[src/rtl/sgd_pkg.sv]
package sgd_pkg;
  typedef enum logic [2:0] {S_IDLE, S_DESC_LO, S_DESC_HI, S_MOVE, S_SEG_END} seq_state_e;

  localparam logic [1:0] A_BASE = 2'd0;
  localparam logic [1:0] A_CTRL = 2'd1;
  localparam logic [1:0] A_STAT = 2'd2;

  localparam int C_GO = 0, C_HALT = 1, C_LOOP = 2, C_IE_END = 3, C_IE_MARK = 4;
  localparam int S_END = 0, S_MARK = 1, S_IRQ = 2, S_RUN = 3;
  // flag field taken from descriptor word bits 31:29
  localparam int F_END = 2, F_MARK = 1, F_HOLD = 0;

  function automatic logic [31:0] beat_take(input logic [31:0] rem, input logic [31:0] beat);
    return (rem < beat) ? rem : beat;
  endfunction
endpackage

[src/rtl/sgd_regs.sv]
module sgd_regs
  import sgd_pkg::*;
#(
  parameter int AW = 32
) (
  input  logic          clk,
  input  logic          rst_n,
  input  logic          wr_en,
  input  logic [1:0]    wr_addr,
  input  logic [31:0]   wr_data,
  input  logic          set_end,
  input  logic          set_mark,
  input  logic          run,
  output logic          go,
  output logic          halt,
  output logic          loop_en,
  output logic [AW-1:0] tbl_base,
  output logic          irq,
  output logic [7:0]    status
);
  logic ie_end, ie_mark, st_end, st_mark;
  logic ctl_wr, st_wr;

  assign ctl_wr = wr_en && (wr_addr == A_CTRL);
  assign st_wr  = wr_en && (wr_addr == A_STAT);
  assign halt   = ctl_wr && wr_data[C_HALT];
  assign go     = ctl_wr && wr_data[C_GO] && !wr_data[C_HALT];

  always_ff @(posedge clk) begin
    if (!rst_n) begin
      tbl_base <= '0;
      loop_en  <= 1'b0;
      ie_end   <= 1'b0;
      ie_mark  <= 1'b0;
      st_end   <= 1'b0;
      st_mark  <= 1'b0;
    end else begin
      if (wr_en && wr_addr == A_BASE) tbl_base <= wr_data[AW-1:0];
      if (ctl_wr) begin
        loop_en <= wr_data[C_LOOP];
        ie_end  <= wr_data[C_IE_END];
        ie_mark <= wr_data[C_IE_MARK];
      end
      st_end  <= (st_end  && !(st_wr && wr_data[S_END]))  || set_end;
      st_mark <= (st_mark && !(st_wr && wr_data[S_MARK])) || set_mark;
    end
  end

  assign irq = (ie_end && st_end) || (ie_mark && st_mark);

  always_comb begin
    status         = '0;
    status[S_END]  = st_end;
    status[S_MARK] = st_mark;
    status[S_IRQ]  = irq;
    status[S_RUN]  = run;
  end

  // write-one clears a status bit when no new event arrives
  p_w1c_r8: assert property (@(posedge clk) disable iff (!rst_n)
    (st_wr && wr_data[S_END] && !set_end) |=> !status[S_END]);
  // a mark event is always recorded
  p_mark_set_r5: assert property (@(posedge clk) disable iff (!rst_n)
    set_mark |=> status[S_MARK]);
endmodule

[src/rtl/sgd_seq.sv]
module sgd_seq
  import sgd_pkg::*;
#(
  parameter int AW    = 32,
  parameter int DW    = 32,
  parameter int CNT_W = 24,
  parameter int IDX_W = 8
) (
  input  logic                   clk,
  input  logic                   rst_n,
  input  logic                   go,
  input  logic                   halt,
  input  logic                   loop_en,
  input  logic [AW-1:0]          tbl_base,
  output logic                   mem_req,
  output logic [AW-1:0]          mem_addr,
  input  logic                   mem_ack,
  input  logic [DW-1:0]          mem_rdata,
  output logic                   out_valid,
  output logic [DW-1:0]          out_data,
  output logic                   set_end,
  output logic                   set_mark,
  output logic                   run,
  output logic [IDX_W+CNT_W-1:0] pos
);
  localparam int BEAT = DW / 8;

  seq_state_e       state;
  logic [AW-1:0]    desc_addr, buf_ptr;
  logic [CNT_W-1:0] remain;
  logic [2:0]       seg_fl;
  logic [IDX_W-1:0] seg_idx, done_idx;
  logic             move_beat, seg_done;

  assign move_beat = (state == S_MOVE) && (remain != '0);
  assign seg_done  = (state == S_SEG_END);
  assign set_end   = seg_done && seg_fl[F_END];
  assign set_mark  = seg_done && seg_fl[F_MARK];
  assign run       = (state != S_IDLE);
  assign out_valid = move_beat && mem_ack;
  assign out_data  = mem_rdata;
  assign pos       = {done_idx, remain};

  always_comb begin
    mem_req = (state == S_DESC_LO) || (state == S_DESC_HI) || move_beat;
    case (state)
      S_DESC_HI: mem_addr = desc_addr + AW'(4);
      S_MOVE:    mem_addr = buf_ptr;
      default:   mem_addr = desc_addr;
    endcase
  end

  always_ff @(posedge clk) begin
    if (!rst_n) begin
      state     <= S_IDLE;
      desc_addr <= '0;
      buf_ptr   <= '0;
      remain    <= '0;
      seg_fl    <= '0;
      seg_idx   <= '0;
      done_idx  <= '1;
    end else if (halt) begin
      state <= S_IDLE;
    end else begin
      case (state)
        S_IDLE: if (go) begin
          desc_addr <= tbl_base;
          seg_idx   <= '0;
          done_idx  <= '1;
          remain    <= '0;
          state     <= S_DESC_LO;
        end
        S_DESC_LO: if (mem_ack) begin
          buf_ptr <= mem_rdata[AW-1:0];
          state   <= S_DESC_HI;
        end
        S_DESC_HI: if (mem_ack) begin
          remain <= mem_rdata[CNT_W-1:0];
          seg_fl <= mem_rdata[31:29];
          state  <= S_MOVE;
        end
        S_MOVE: begin
          if (remain == '0) state <= S_SEG_END;
          else if (mem_ack) begin
            remain  <= remain - CNT_W'(beat_take(32'(remain), 32'(BEAT)));
            buf_ptr <= buf_ptr + AW'(BEAT);
          end
        end
        S_SEG_END: begin
          done_idx <= seg_idx;
          if (seg_fl[F_HOLD]) state <= S_IDLE;
          else if (seg_fl[F_END]) begin
            if (loop_en) begin
              desc_addr <= tbl_base;
              seg_idx   <= '0;
              state     <= S_DESC_LO;
            end else state <= S_IDLE;
          end else begin
            desc_addr <= desc_addr + AW'(8);
            seg_idx   <= seg_idx + 1'b1;
            state     <= S_DESC_LO;
          end
        end
        default: state <= S_IDLE;
      endcase
    end
  end

  // an outstanding request keeps its address until acknowledged
  p_addr_hold_r2: assert property (@(posedge clk) disable iff (!rst_n)
    (mem_req && !mem_ack && !halt) |=> (mem_req && $stable(mem_addr)));
  // every accepted beat lowers the remaining count
  p_count_down_r2: assert property (@(posedge clk) disable iff (!rst_n)
    (move_beat && mem_ack && !halt) |=> (remain < $past(remain)));
  // a drained or empty segment issues no buffer read
  p_zero_no_read_r10: assert property (@(posedge clk) disable iff (!rst_n)
    (state == S_MOVE && remain == '0) |-> !mem_req);
  // halt takes effect at the next edge
  p_halt_r7: assert property (@(posedge clk) disable iff (!rst_n)
    halt |=> (!run && !mem_req));
  // end of list without looping goes idle
  p_end_idle_r3: assert property (@(posedge clk) disable iff (!rst_n)
    (set_end && !loop_en && !halt) |=> !run);
  // end of list with looping refetches the table base
  p_loop_r4: assert property (@(posedge clk) disable iff (!rst_n)
    (set_end && loop_en && !seg_fl[F_HOLD] && !halt) |=> (mem_req && mem_addr == $past(tbl_base)));
endmodule

[src/rtl/sgd_audio_dma.sv]
module sgd_audio_dma
  import sgd_pkg::*;
#(
  parameter int AW    = 32,
  parameter int DW    = 32,
  parameter int CNT_W = 24,
  parameter int IDX_W = 8
) (
  input  logic                   clk,
  input  logic                   rst_n,
  input  logic                   reg_wr_en,
  input  logic [1:0]             reg_addr,
  input  logic [31:0]            reg_wdata,
  output logic [7:0]             status_out,
  output logic [IDX_W+CNT_W-1:0] pos_out,
  output logic                   irq,
  output logic                   mem_req,
  output logic [AW-1:0]          mem_addr,
  input  logic                   mem_ack,
  input  logic [DW-1:0]          mem_rdata,
  output logic                   out_valid,
  output logic [DW-1:0]          out_data
);
  logic          go, halt, loop_en, set_end, set_mark, run;
  logic [AW-1:0] tbl_base;

  sgd_regs #(.AW(AW)) u_regs (
    .clk(clk), .rst_n(rst_n), .wr_en(reg_wr_en), .wr_addr(reg_addr), .wr_data(reg_wdata),
    .set_end(set_end), .set_mark(set_mark), .run(run), .go(go), .halt(halt),
    .loop_en(loop_en), .tbl_base(tbl_base), .irq(irq), .status(status_out)
  );

  sgd_seq #(.AW(AW), .DW(DW), .CNT_W(CNT_W), .IDX_W(IDX_W)) u_seq (
    .clk(clk), .rst_n(rst_n), .go(go), .halt(halt), .loop_en(loop_en), .tbl_base(tbl_base),
    .mem_req(mem_req), .mem_addr(mem_addr), .mem_ack(mem_ack), .mem_rdata(mem_rdata),
    .out_valid(out_valid), .out_data(out_data), .set_end(set_end), .set_mark(set_mark),
    .run(run), .pos(pos_out)
  );
endmodule

[config.mk]
export PLATFORM = sky130hd
export DESIGN_NAME = sgd_audio_dma
export DESIGN_NICKNAME = d
export VERILOG_FILES = /design/src/rtl/sgd_pkg.sv /design/src/rtl/sgd_regs.sv /design/src/rtl/sgd_seq.sv /design/src/rtl/sgd_audio_dma.sv
export SDC_FILE = /design/constraint.sdc
export NUM_CORES = 1
export LEC_CHECK = 0
export BUFFER_PORTS_ARGS = -buffer_cell sky130_fd_sc_hd__buf_2
export CAP_MARGIN = 5
export CORE_ASPECT_RATIO = 0.6
export CORE_MARGIN = 5
export CORE_UTILIZATION = 40
export DETAILED_ROUTE_END_ITERATION = 10
export PLACE_DENSITY_LB_ADDON = 0.25
export SYNTH_ARGS = -nofsm -noshare
export SYNTH_HDL_FRONTEND = slang
export SYNTH_HIERARCHICAL = 1
export SYNTH_SLANG_ARGS = --single-unit
[constraint.sdc]
create_clock -name clk -period 2.6 [get_ports clk]
set_input_delay 0.26 -clock clk [delete_from_list [all_inputs] [get_ports clk]]
set_output_delay 0.26 -clock clk [all_outputs]
set_load 0.05 [all_outputs]
==> impl_metrics.tcl <==
set metrics [dict create \
    drtAntennaViolNets 0 \
    rows 43 \
    finalHoldViolations 0 \
    synth_top_family_by_area "simple AND/OR/NAND/NOR gates" \
    grt_use_met2_pct 34.2 \
    p_comb_share_pct 12.0 \
    relSlewSlack_pct 60.7 \
    gp_congestion 0.947 \
    synthSimpleGateAreaFrac_pct 26.8 \
    yosys_warnings 6 \
    grt_util_met1_pct 37.8 \
    ys_ff_latch 147 \
    syn_area_um2 9540 \
    numCtsBuffers 17 \
    synthMuxAreaShare_pct 5.36 \
    syn_inst 1259 \
    sw_frac_of_total_pct 27.7 \
    ir_worst_vdd_mv 0.438 \
    use_met3_pct 6.65 \
    h-tree-depth 4 \
    final.fill_count 2293 \
    portBuffers 172 \
    worstSetupPathType "flip-flop to output port" \
    clockPowerShare_pct 45.6 \
    setup_viol 15 \
    cts_tree "built" \
    die_area_um2 27100 \
    cpMaxStageDelayCell "or4_4" \
    syn-mean-instance-area_um2 7.58 \
    finalSetupTns_ns -1.01 \
    clock_latency_ns 0.44 \
    vias 10400 \
    cap_violations 0 \
    ys.flop_type "dfxtp_1" \
    ys_types 86 \
    pre_cts_ws_ns -0.0874 \
    setup_ws_ns -0.177 \
    seq_power_share_pct 42.4 \
    clkSlewWorstSetupHoldPaths_ns 0.07 \
    synth_edf_count 0 \
    slew_viol_final 0 \
    drt_iter0_drc 1032 \
    power_mw 5.46 \
    layout_common_cells "173 x nand2_1, 146 x buf_2, 136 x dfxtp_1" \
    synthXorXnorAreaFrac_pct 0.826 \
    drc_errors 0 \
    wirelength_mm 34.4 \
    n_antenna_cell 0 \
    layout.nets 1507 \
    crit_path_start_kind "flip-flop" \
    wl_per_cell_um 19.6 \
    cp.required_ns 2.34 \
    firstDrtPassIters 5 \
    cp_data_arrival_time_ns 2.52 \
    ioPinCount 177 \
    coreArea_um2 23300 \
    grt_pass1_wl_mm 53.8 \
    skew_ns 0.00888 \
    synth_fa_ha_area_share_pct 0.656 \
    avgViaCountPerCell 5.90 \
    async_reset_ff_share_pct 0 \
    powerDensity_nw_per_um2 448 \
    worstPathMaxFanout 3 \
    antenna_found_initial 1 \
    seq_area_frac_synth_pct 30.8 \
    path_buf_inv 1 \
    cp-end-kind "output port" \
    syn_to_final_growth_pct 27.7 \
    synth_compound_gate_area_share_pct 25.8 \
    worst_pin_slew_ns 0.590 \
    ys_top_cells_by_area "dfxtp_1 31%, nand2_1 6.9%, mux2i_1 5.2%" \
    track_usage_pct 24.6 \
    synth_area_leader_cell "dfxtp_1" \
    max_freq_mhz 360 \
    overflow 0 \
    die_w_um 209 \
    chipHeight_um 130 \
    grt_pass1_vias 9407 \
    violations "negative setup slack" \
    p_switching_mw 1.51 \
    drive_gt1_share_pct 30.5 \
    clk_path_buf_depth 2 \
    multiInputGateArea_um2 6000 \
    initial_core_util_pct 40.9 \
    layout_commonest_cell "nand2_1" \
    max_stage_delay_ns 0.50 \
    period_needed_ns 2.78 \
    clockRootBuffer "clkbuf_16" \
    p_int_mw 3.94 \
    status "finished with violations" \
    grt.busiest_layer "met1" \
    crit_family "simple AND/OR/NAND/NOR gates" \
    cts_sinks 147 \
    hp-class "input pin to flip-flop" \
    p_leak_nw 4.83 \
    grt_max_degree 57 \
    seqCellArea_um2 2960 \
    finalCritPeriodShare_pct 107 \
    synth_top_area_share_pct 30.8 \
    hpwl_mm 24.9 \
    crit_chain "ha_2, nand3_2, or4_4, nor3_2, a31oi_1, nor3_1, a221o_1, buf_12" \
    rsz0062_at_grt "yes" \
]
==> cells in the mapped netlist, types with 8 or more instances <==
master / instances
nand2_1: 176
dfxtp_1: 147
a21oi_1: 92
nor2_1: 90
o21ai_0: 78
clkbuf_1: 61
nand3_1: 54
mux2i_1: 50
nor3_1: 47
buf_4: 45
and3_1: 25
a31oi_1: 23
buf_2: 23
nand4_1: 23
o22ai_1: 23
nor4_1: 16
and2_1: 15
nor2b_1: 14
o221a_2: 14
a21boi_0: 12
a221o_1: 12
inv_1: 12
o21a_1: 11
a22oi_1: 10
buf_1: 9
a211oi_1: 8
or4_1: 8
==> kinds of logic after synthesis <==
kind of cell | count (synthesis)
mux | 51
flops | 147
xor+xnor | 9
buf+inv | 164
other cells | 2
simple gates | 515
fa+ha+maj | 5
compound gates | 366
==> worst reg2reg max path: stages (launching register included) <==
cell and delay (ns):
dfxtp_1 0.34, buf_4 0.16, or2_2 0.38, a2111oi_4 0.44, nand4_1 0.41, nor3_2 0.32
a21oi_1 0.11, o21a_1 0.17
==> stage by stage <==
stage	hold slack, ns	std cells	cell area (um2)	util [%]
after global placement	0.442	1707	11000	47.2
after floorplan	0.360	1262	9590	-
after CTS	0.0239	1753	12000	51.4
final	0.0396	1759	12200	52.3
after detailed placement	0.448	1707	11000	47.2
after global routing	0.0420	1759	12200	52.3
==> repair_timing <==
item / 4_1_cts / 5_1_grt
cloned: 1 / 0
hold buffers: 0 / 0
resized for setup: 80 / 38
endpoints found under the setup margin: 26 / 27
buffers inserted: 14 / 6
pin swaps: 24 / 14
==> area by class of cell <==
type,count,area share [%]
clock inverters,12,1.09
inverters,13,0.431
multi-input cells,951,49.2
well taps,315,3.24
clock buffers,19,3.64
flip-flops and latches,147,24.3
repair buffers,302,18.1
==> power by group through the flow <==
stage | clock [mW] | combinational, mW | sequential, mW
floorplan | 0 | 0.454 | 2.36
global placement | 0 | 0.626 | 2.36
detailed placement | 0 | 0.630 | 2.36
CTS | 2.53 | 0.640 | 2.31
global route | 2.62 | 0.702 | 2.32
finish | 2.49 | 0.654 | 2.32
==> flip-flops by register name, indices dropped and copies added (netlist names), 3 cells and up <==
name             cells
u_regs/tbl_base     32
u_seq/desc_addr     32
u_seq/remain        24
u_seq/buf_ptr       32
u_seq/done_idx       8
u_seq/seg_fl         3
u_seq/state          3
u_seq/seg_idx        8
==> metal layers <==
layer / vias up / routed length (um)
met1: 4966 / 16700
li1: 4921 / -
met2: 460 / 14000
met3: 32 / 3340
met5: - / 11
met4: 2 / 383
==> final timing paths <==
kind / startpoint / endpoint / slack, ns / depth (start not counted)
setup reg to reg: u_seq/remain[3]$_SDFFE_PN0P_ / u_seq/remain[22]$_SDFFE_PN0P_ / 0.17 / 7
setup / recovery: u_seq/desc_addr[2]$_SDFFE_PN0P_ / mem_addr[22] / -0.18 / 8
hold / removal: reg_wdata[0] / u_regs/st_end$_SDFF_PN0_ / 0.04 / 2
hold reg to reg: u_regs/tbl_base[3]$_SDFFE_PN0P_ / u_regs/tbl_base[3]$_SDFFE_PN0P_ / 0.46 / 2
(Power assumes the default switching activity.)
